### src/rtl/atd_rom_pkg.sv
package atd_rom_pkg;

    localparam int unsigned ADDR_W = 19;
    localparam int unsigned DATA_W = 8;

    // Output buffer sequencing states
    typedef enum logic [1:0] {
        DRV_OFF,
        DRV_RISE,
        DRV_ON,
        DRV_FALL
    } drv_state_e;

    // Per-edge transition report
    typedef struct packed {
        logic addr_chg;
        logic ce_chg;
        logic ce_fell;
        logic ce_on;
    } atd_event_t;

    // Array contents: a fixed mix of the address bits
    function automatic logic [DATA_W-1:0] rom_word(input logic [ADDR_W-1:0] a);
        return a[7:0] ^ a[15:8] ^ {5'b10100, a[18:16]};
    endfunction

    function automatic int unsigned max_u(input int unsigned a, input int unsigned b);
        return (a > b) ? a : b;
    endfunction

endpackage

### src/rtl/atd_edge_detect.sv
module atd_edge_detect
    import atd_rom_pkg::*;
(
    input  logic              clk,
    input  logic              rst,
    input  logic [ADDR_W-1:0] addr,
    input  logic              ce_n,
    output atd_event_t        ev
);
    logic [ADDR_W-1:0] prev_addr;
    logic              prev_ce_n;

    // The history registers follow the inputs during reset as well, so the
    // first edge after reset reports a change only if an input really moved.
    always_ff @(posedge clk) begin
        if (rst) begin
            prev_addr <= addr;
            prev_ce_n <= ce_n;
        end else begin
            prev_addr <= addr;
            prev_ce_n <= ce_n;
        end
    end

    always_comb begin
        ev.addr_chg = (addr != prev_addr);
        ev.ce_chg   = (ce_n != prev_ce_n);
        ev.ce_fell  = ev.ce_chg && !ce_n;
        ev.ce_on    = !ce_n;
    end
endmodule

### src/rtl/atd_access_ctrl.sv
module atd_access_ctrl
    import atd_rom_pkg::*;
#(
    parameter int unsigned T_ADDR = 12,
    parameter int unsigned T_CE   = 10,
    parameter int unsigned T_OH   = 0
) (
    input  logic              clk,
    input  logic              rst,
    input  logic [ADDR_W-1:0] addr,
    input  atd_event_t        ev,
    output logic              data_ok,
    output logic [DATA_W-1:0] word
);
    localparam int unsigned T_BOTH = max_u(T_ADDR, T_CE);
    localparam int unsigned CNT_W  = $clog2(T_BOTH + 1);
    localparam int unsigned HOLD_W = $clog2(T_OH + 2);
    localparam logic [CNT_W-1:0]  LAT_A = CNT_W'(T_ADDR);
    localparam logic [CNT_W-1:0]  LAT_C = CNT_W'(T_CE);
    localparam logic [CNT_W-1:0]  LAT_B = CNT_W'(T_BOTH);
    localparam logic [HOLD_W-1:0] HOLD  = HOLD_W'(T_OH);

    logic              busy;
    logic [CNT_W-1:0]  cnt;
    logic [HOLD_W-1:0] hold;

    always_ff @(posedge clk) begin
        if (rst) begin
            busy    <= 1'b0;
            cnt     <= '0;
            hold    <= '0;
            data_ok <= 1'b0;
            word    <= '0;
        end else if (!ev.ce_on) begin
            // standby: abandon everything
            busy    <= 1'b0;
            hold    <= '0;
            data_ok <= 1'b0;
        end else if (ev.addr_chg || ev.ce_chg) begin
            busy <= 1'b1;
            if (ev.ce_fell)
                cnt <= ev.addr_chg ? LAT_B : LAT_C;
            else
                cnt <= LAT_A;
            if ((T_OH > 0) && data_ok && !ev.ce_chg) begin
                hold <= HOLD;
            end else begin
                hold    <= '0;
                data_ok <= 1'b0;
            end
        end else begin
            if (hold != '0) begin
                if (hold == HOLD_W'(1))
                    data_ok <= 1'b0;
                hold <= hold - HOLD_W'(1);
            end
            if (busy) begin
                if (cnt == CNT_W'(1)) begin
                    busy    <= 1'b0;
                    data_ok <= 1'b1;
                    word    <= rom_word(addr);
                    hold    <= '0;
                end else begin
                    cnt <= cnt - CNT_W'(1);
                end
            end
        end
    end
endmodule

### src/rtl/atd_drive_seq.sv
module atd_drive_seq
    import atd_rom_pkg::*;
#(
    parameter int unsigned T_OE  = 4,
    parameter int unsigned T_DIS = 2
) (
    input  logic clk,
    input  logic rst,
    input  logic ce_n,
    input  logic oe_n,
    output logic drive
);
    localparam int unsigned TMR_W = $clog2(max_u(T_OE, T_DIS) + 1);
    localparam logic [TMR_W-1:0] ON_LAT  = TMR_W'(T_OE);
    localparam logic [TMR_W-1:0] OFF_LAT = TMR_W'(T_DIS);

    drv_state_e       state;
    logic [TMR_W-1:0] tmr;
    logic             en;

    assign en    = !ce_n && !oe_n;
    assign drive = (state == DRV_ON) || (state == DRV_FALL);

    always_ff @(posedge clk) begin
        if (rst) begin
            state <= DRV_OFF;
            tmr   <= '0;
        end else begin
            unique case (state)
                DRV_OFF: if (en) begin
                    state <= DRV_RISE;
                    tmr   <= ON_LAT;
                end
                DRV_RISE: begin
                    if (!en)
                        state <= DRV_OFF;
                    else if (tmr == TMR_W'(1))
                        state <= DRV_ON;
                    else
                        tmr <= tmr - TMR_W'(1);
                end
                DRV_ON: if (!en) begin
                    state <= (T_DIS == 0) ? DRV_OFF : DRV_FALL;
                    tmr   <= OFF_LAT;
                end
                DRV_FALL: begin
                    if (en)
                        state <= DRV_ON;
                    else if (tmr == TMR_W'(1))
                        state <= DRV_OFF;
                    else
                        tmr <= tmr - TMR_W'(1);
                end
                default: state <= DRV_OFF;
            endcase
        end
    end
endmodule

### src/rtl/atd_rom_port.sv
module atd_rom_port
    import atd_rom_pkg::*;
#(
    parameter int unsigned T_ADDR = 12,
    parameter int unsigned T_CE   = 10,
    parameter int unsigned T_OE   = 4,
    parameter int unsigned T_DIS  = 2,
    parameter int unsigned T_OH   = 0
) (
    input  logic        clk,
    input  logic        rst,
    input  logic [18:0] addr,
    input  logic        ce_n,
    input  logic        oe_n,
    output logic [7:0]  dq,
    output logic        dq_drive,
    output logic        dq_valid
);
    atd_event_t        ev;
    logic              data_ok;
    logic [DATA_W-1:0] word;

    atd_edge_detect u_edge (
        .clk  (clk),
        .rst  (rst),
        .addr (addr),
        .ce_n (ce_n),
        .ev   (ev)
    );

    atd_access_ctrl #(
        .T_ADDR (T_ADDR),
        .T_CE   (T_CE),
        .T_OH   (T_OH)
    ) u_access (
        .clk     (clk),
        .rst     (rst),
        .addr    (addr),
        .ev      (ev),
        .data_ok (data_ok),
        .word    (word)
    );

    atd_drive_seq #(
        .T_OE  (T_OE),
        .T_DIS (T_DIS)
    ) u_drive (
        .clk   (clk),
        .rst   (rst),
        .ce_n  (ce_n),
        .oe_n  (oe_n),
        .drive (dq_drive)
    );

    assign dq_valid = dq_drive && data_ok;
    assign dq       = dq_valid ? word : '0;
endmodule

### config.mk
export PLATFORM = sky130hd
export DESIGN_NAME = atd_rom_port
export DESIGN_NICKNAME = d
export VERILOG_FILES = /design/src/rtl/atd_rom_pkg.sv /design/src/rtl/atd_edge_detect.sv /design/src/rtl/atd_access_ctrl.sv /design/src/rtl/atd_drive_seq.sv /design/src/rtl/atd_rom_port.sv
export SDC_FILE = /design/constraint.sdc
export NUM_CORES = 1
export LEC_CHECK = 0
export BUFFER_PORTS_ARGS = -buffer_cell sky130_fd_sc_hd__buf_4
export CAP_MARGIN = 20
export CORE_ASPECT_RATIO = 1.5
export CORE_MARGIN = 5
export CORE_UTILIZATION = 49
export DETAILED_ROUTE_END_ITERATION = 7
export PLACE_DENSITY = 0.74
export SYNTH_ARGS = -nofsm -noshare
export SYNTH_HDL_FRONTEND = slang
export SYNTH_SLANG_ARGS = --single-unit
### constraint.sdc
create_clock -name clk -period 1.9 [get_ports clk]
set_clock_uncertainty 0.1 [all_clocks]
set_input_delay 0.285 -clock clk [delete_from_list [all_inputs] [get_ports clk]]
set_output_delay 0.285 -clock clk [all_outputs]
set_load 0.01 [all_outputs]
# [Word level (Yosys, flattened, before mapping)]
# Cells that the tools add are included.
[word_totals] reg_bits=40 in_bits=23 elab_cells=73
[classes] add_sub_neg=3 eq_ne=14 muxes=28 bitwise=4 n_reduce_logical=15
[op_table] op="inequality test 19 bit" n=1
[op_table] op="two-way mux 3 bit" n=6
[op_table] op="two-way mux 4 bit" n=4
[op_table] op="XOR 8 bit" n=2
[op_table] op="two-way mux 2 bit" n=6
[op_table] op="one-hot mux 3 bit (4 select lines)" n=1
[op_table] op="AND reduction 4 bit" n=3
[op_table] op="two-way mux 1 bit" n=9
[op_table] op="two-way mux 8 bit" n=1
[op_table] op="one-hot mux 2 bit (4 select lines)" n=1
[op_table] op="inequality test 2 x 1 -> 1 bit, second input constant" n=3
[op_table] op="equality test 2 bit, second input constant" n=2
[op_table] op="equality test 4 x 1 -> 1 bit, second input constant" n=1
[op_table] op="inequality test 2 bit, second input constant" n=2
[op_table] op="subtractor 4 x 1 -> 4 bit, second input constant" n=1
[op_table] op="equality test 3 x 1 -> 1 bit, second input constant" n=1
[op_table] op="logical AND 1 bit" n=3
[op_table] op="inequality test 3 x 2 -> 1 bit, second input constant" n=1
[op_table] op="inequality test 3 bit, second input constant" n=1
[op_table] op="AND reduction 3 bit" n=1
[op_table] op="OR reduction 3 bit" n=1
[op_table] op="subtractor 3 x 1 -> 3 bit, second input constant" n=1
[op_table] op="equality test 2 x 1 -> 1 bit, second input constant" n=1
[op_table] op="logical NOT 1 bit" n=2
[op_table] op="other kinds (7)" n=9

# [Depth between registers and ports, before layout]
[logic_depth] word_depth=4 depth_mapped=7

# [Modules after synthesis]
# From an unflattened synthesis, not the netlist that was laid out.
[unflattened] hier_cells=172 area_unflattened_um2=1784.2
[by_module_without_submodules] mod="atd_access_ctrl" instances=1 cells_each=81 area_each_um2=789.5 seq_area_each_um2=280.3
[by_module_without_submodules] mod="atd_edge_detect" instances=1 cells_each=48 area_each_um2=624.3 seq_area_each_um2=400.4
[by_module_without_submodules] mod="atd_drive_seq" instances=1 cells_each=34 area_each_um2=312.8 seq_area_each_um2=100.1
[by_module_without_submodules] mod="atd_rom_port" instances=1 cells_each=9 area_each_um2=57.6 seq_area_each_um2=0.0

# [Worst setup path before layout]
# Ideal clock, no wire load.
[synth_timing] path_type="register to register" start="reg u_edge.prev_addr[14]" end="reg u_access.word[3]" setup_time_ns=0.121 arrival_ns=1.576 path_slack_ns=0.103 stages_incl_launch_ff=6 path_cell_list="dfxtp_1 -> xnor2_1 -> nand4_1 -> nor4_4 -> nand3_4 -> mux2_2"
[synth_between] elab_chain_cells=4
[synth_rtl] element="start: declaration" line="atd_edge_detect.sv:10" rtl="logic [ADDR_W-1:0] prev_addr;"
[synth_rtl] element="start signal: assignment" line="atd_edge_detect.sv:17" rtl="prev_addr <= addr;"
[synth_rtl] element="start signal: assignment" line="atd_edge_detect.sv:20" rtl="prev_addr <= addr;"
[synth_rtl] element="inequality test 19 bit" line="atd_edge_detect.sv:26" rtl="ev.addr_chg = (addr != prev_addr);"
[synth_rtl] element="logical OR 1 bit" line="atd_access_ctrl.sv:39" rtl="end else if (ev.addr_chg || ev.ce_chg) begin"
[synth_rtl] element="NOT 1 bit (no line)"
[synth_rtl] element="AND reduction 4 bit (no line)"
[synth_rtl] element="end signal: assignment" line="atd_access_ctrl.sv:61" rtl="word <= rom_word(addr);"
[synth_rtl] element="end: declaration" line="atd_access_ctrl.sv:13" rtl="output logic [DATA_W-1:0] word"
# No other way between the ends.
# A chain may end at the register's enable or synchronous reset.

# [Final worst setup path]
[layout_timing] start="reg u_access.cnt[1]" end="reg u_access.cnt[0]"
[layout_between] elab_chain_cells=3
[layout_rtl] element="start: declaration" line="atd_access_ctrl.sv:24" rtl="logic [CNT_W-1:0] cnt;"
[layout_rtl] element="start signal: assignment" line="atd_access_ctrl.sv:42" rtl="cnt <= ev.addr_chg ? LAT_B : LAT_C;"
[layout_rtl] element="start signal: assignment" line="atd_access_ctrl.sv:64" rtl="cnt <= cnt - CNT_W'(1);"
[layout_rtl] element="equality test 4 x 1 -> 1 bit" line="atd_access_ctrl.sv:58" rtl="if (cnt == CNT_W'(1)) begin"
[layout_rtl] element="inequality test 2 x 1 -> 1 bit (no line)"
[layout_rtl] element="AND reduction 3 bit (no line)"
# No other way between the ends.

==> summary.md <==
| Metric | Value |
|---|---|
| Main synth FF type | `dfxtp_1` |
| Post-DP HPWL | `2.643 mm` |
| Final WL | `3.396 mm` |
| Share of post-route cells with drive strength above 1 | `24.44%` |
| Post-synthesis sequential area ratio | `43.42%` |
| FF+latch count, synth | `39` |
| Largest net degree at the start of global routing | `30` |
| Core Util, Final | `61.06%` |
| Post-synth EDFFs | `0` |
| GP Congestion | `0.8217` |
| Launching point of the worst reg2reg path | `u_access.cnt[1]` |
| Crit Path Category | `flip-flop to flip-flop` |
| Pins Over Slew Limit | `0` |
| Clock transition at path regs | `0.08 ns` |
| CP endpoint | `u_access.cnt[0]` |
| Status | `finished, final reports clean` |
| R2R cell count | `7` |
| Largest family of logic cells by synthesized area | `simple AND/OR/NAND/NOR gates` |
| Static Leak | `0.9281 nW` |
| Number of global-route vias before repair | `1324` |
| Die Footprint | `5006 sq um` |
| Synth Cell Area | `1798 sq um` |
| Clock Sinks | `39` |
| Core Region | `3615 sq um` |
| Cell variety after synth | `34` |
| FF-to-FF End | `u_access.cnt[0]` |
| Hold buffer count at CTS | `0` |
| Drt wl/cell | `12.67 um` |
| CTS tree | `built` |
| Clock latency on the worst-skew pair | `0.29 ns` |
| CP peak stage delay | `0.49 ns` |
| Final setup TNS | `0 ns` |
| Area grow syn2layout | `22.76%` |
| Post-CTS Resized | `0` |
| Root buffer cell | `clkbuf_8` |
| Ys async rst share | `0%` |
| Row count | `27` |
| Fin nets | `252` |
| Multiplexer area fraction after synthesis | `5.915%` |
| Synthesized Nets | `213` |
| RSZ-0062 raised after global routing | `no` |
| Worst Path Buf+Inv | `1` |
| Worst Path Required | `1.98 ns` |
| Fin. Hold Viols | `0` |
| # fillers | `311` |
| Critical Path End Type | `flip-flop` |
| CP Data Arrival Time | `1.86 ns` |
| Bufs on Longest Clock Path | `2` |
| Synth Area in Compound Gates | `7.933%` |
| Initial Utilization | `49.74%` |
| Adder-Cell Fraction of Synth Area | `3.479%` |
| Hold Path Class | `primary input to flip-flop` |
| Crit. Startpoint | `u_access.cnt[1]` |
| Crit path depth | `7` |
| Max-cap violations | `0` |
| Post-route ant nets | `0` |
| Setup bufs post-CTS | `0` |
| Residual DRC | `0` |
| Worst-path maximum fanout | `4` |
| First-pass GRT wire length | `5.754 mm` |
| VDD IR-drop max | `645.7 uV` |
| CTS buffer count | `5` |
| Final Critical Period | `1.785 ns` |
| Final period util | `93.96%` |
| Achievable Freq | `560.2 MHz` |
| GRT Residual Overflow | `0` |
| Startpoint types | `flip-flop` |
| Initial antenna violation count | `0` |
| Synth Area per Inst | `9.719 sq um` |
| Critical-path cell list | `inv_1 -> ha_1 -> or3b_2 -> nand2_1 -> nor4_1 -> o211ai_1 -> o31ai_1` |
| Slew @ Worst Pin | `0.3557 ns` |
| Max_slew headroom | `76.29%` |
| Worst min-delay path startpoint | `addr[14]` |
| Post-synthesis simple-gate area fraction | `20.74%` |
| I/O pins | `33` |
| Tot GR Track Use | `14.86%` |
| Die width | `59.46 um` |
| H-Tree Depth | `2` |
| Final setup vio count | `0` |
| Flop2flop setup slack | `0.11 ns` |
| Syn Inst Count | `185` |
| Synth Area in XOR/XNOR | `15.59%` |
| Fin Hold WS | `0.02043 ns` |
| CP top delay family | `simple AND/OR/NAND/NOR gates` |
| Power per cell area | `733.7 nW/um^2` |
| DR vias | `1383` |
| 1st-iter DRT viols | `25` |
| N_diodes | `0` |
| Port bufs | `32` |
| Syn. warnings | `0` |
| Slowest cell on the critical path | `or3b_2` |
| Die height | `84.19 um` |
| DR vias/cell | `5.160` |
| Pre-Repair DR Iteration Count | `4` |
-- state kept, by name, summed over array words and instances, names as in the netlist, named ones only --
name and count:
u_access.word 8, u_access.data_ok 1, u_drive.tmr 3, u_access.cnt 4, u_edge.prev_addr 19, u_drive.state 1
u_access.busy 1, u_edge.prev_ce_n 1
-- kinds of logic after synthesis --
logic type      after synthesis
compound gates               22
xor+xnor                     32
fa+ha+maj                     5
buf+inv                      14
flops                        39
mux                          10
simple gates                 63
-- layout by cell type (no fill, tap or decap), types with 6 or more instances in the layout --
master / n
nor2_1: 13
nor2b_1: 8
inv_1: 7
xnor2_1: 30
nand2b_1: 7
buf_4: 39
nand2_1: 6
and3_1: 9
dfxtp_1: 39
-- routing by layer --
metal	global-route usage (%)	part of all wire, %	routed length [um]
met5	0	0	0
met4	6.186	1.9	63
met3	4.000	6.1	208
met1	16.24	39	1318
met2	25.97	53	1805
-- power breakdown --
part           internal (mW)  switching [mW]
Clock                  0.255           0.305
Sequential             0.847          0.0179
Combinational          0.106          0.0886
Total                   1.21           0.412
-- area by class of cell --
| cell class | instances | area, sq um | share of cell area (%) |
|---|---|---|---|
| multi-input combinational | 132 | 964.7 | 43.71 |
| sequential | 39 | 780.7 | 35.37 |
| timing repair buffer | 39 | 292.8 | 13.27 |
| clock buffer | 5 | 68.82 | 3.118 |
| tap | 43 | 53.80 | 2.438 |
| inverter | 7 | 26.28 | 1.190 |
| clock inverter | 3 | 20.02 | 0.9070 |
-- through the flow --
stage               std cells  instance area, sq um  setup WS (ns)  total power, mW
floorplan                 185                  1798         0.1028           0.9986
global placement          260                  2118         0.1032            1.077
detailed placement        260                  2118        0.05595            1.081
CTS                       268                  2207         0.1190            1.641
global route              268                  2207        0.01357            1.701
finish                    268                  2207         0.1148            1.619
-- synth_stat cells, drive strengths merged, types with 5 or more instances --
master  instances  share of area (%)
inv             7                1.5
mux2i           5                2.8
nor2           13                2.7
clkbuf          7                1.5
nand2           6                1.3
xnor2          30                 15
nand4           5                1.7
ha              5                3.5
dfxtp          39                 43
a21oi           5                1.4
and3            9                3.1
nand2b          7                2.4
nor2b           8                2.8
mux2            5                3.1
-- worst min-delay path by stage --
stage	cells past startpoint	slack, ns	endpoint
after floorplan	0	0.21	u_edge.prev_addr[0]
after global placement	1	0.32	u_edge.prev_addr[14]
after detailed placement	1	0.32	u_edge.prev_addr[13]
after CTS	1	0.01	u_edge.prev_addr[8]
after global routing	1	0.006	u_edge.prev_addr[6]
final	1	0.02	u_edge.prev_addr[14]
-- worst register-to-register path, cell delays in order, from the launching register on --
cell and delay [ns]:
dfxtp_1 0.35, inv_1 0.08, ha_1 0.15, or3b_2 0.49, nand2_1 0.16, nor4_1 0.06, o211ai_1 0.19, o31ai_1 0.09
No activity file was read; power rests on OpenSTA's default activity.
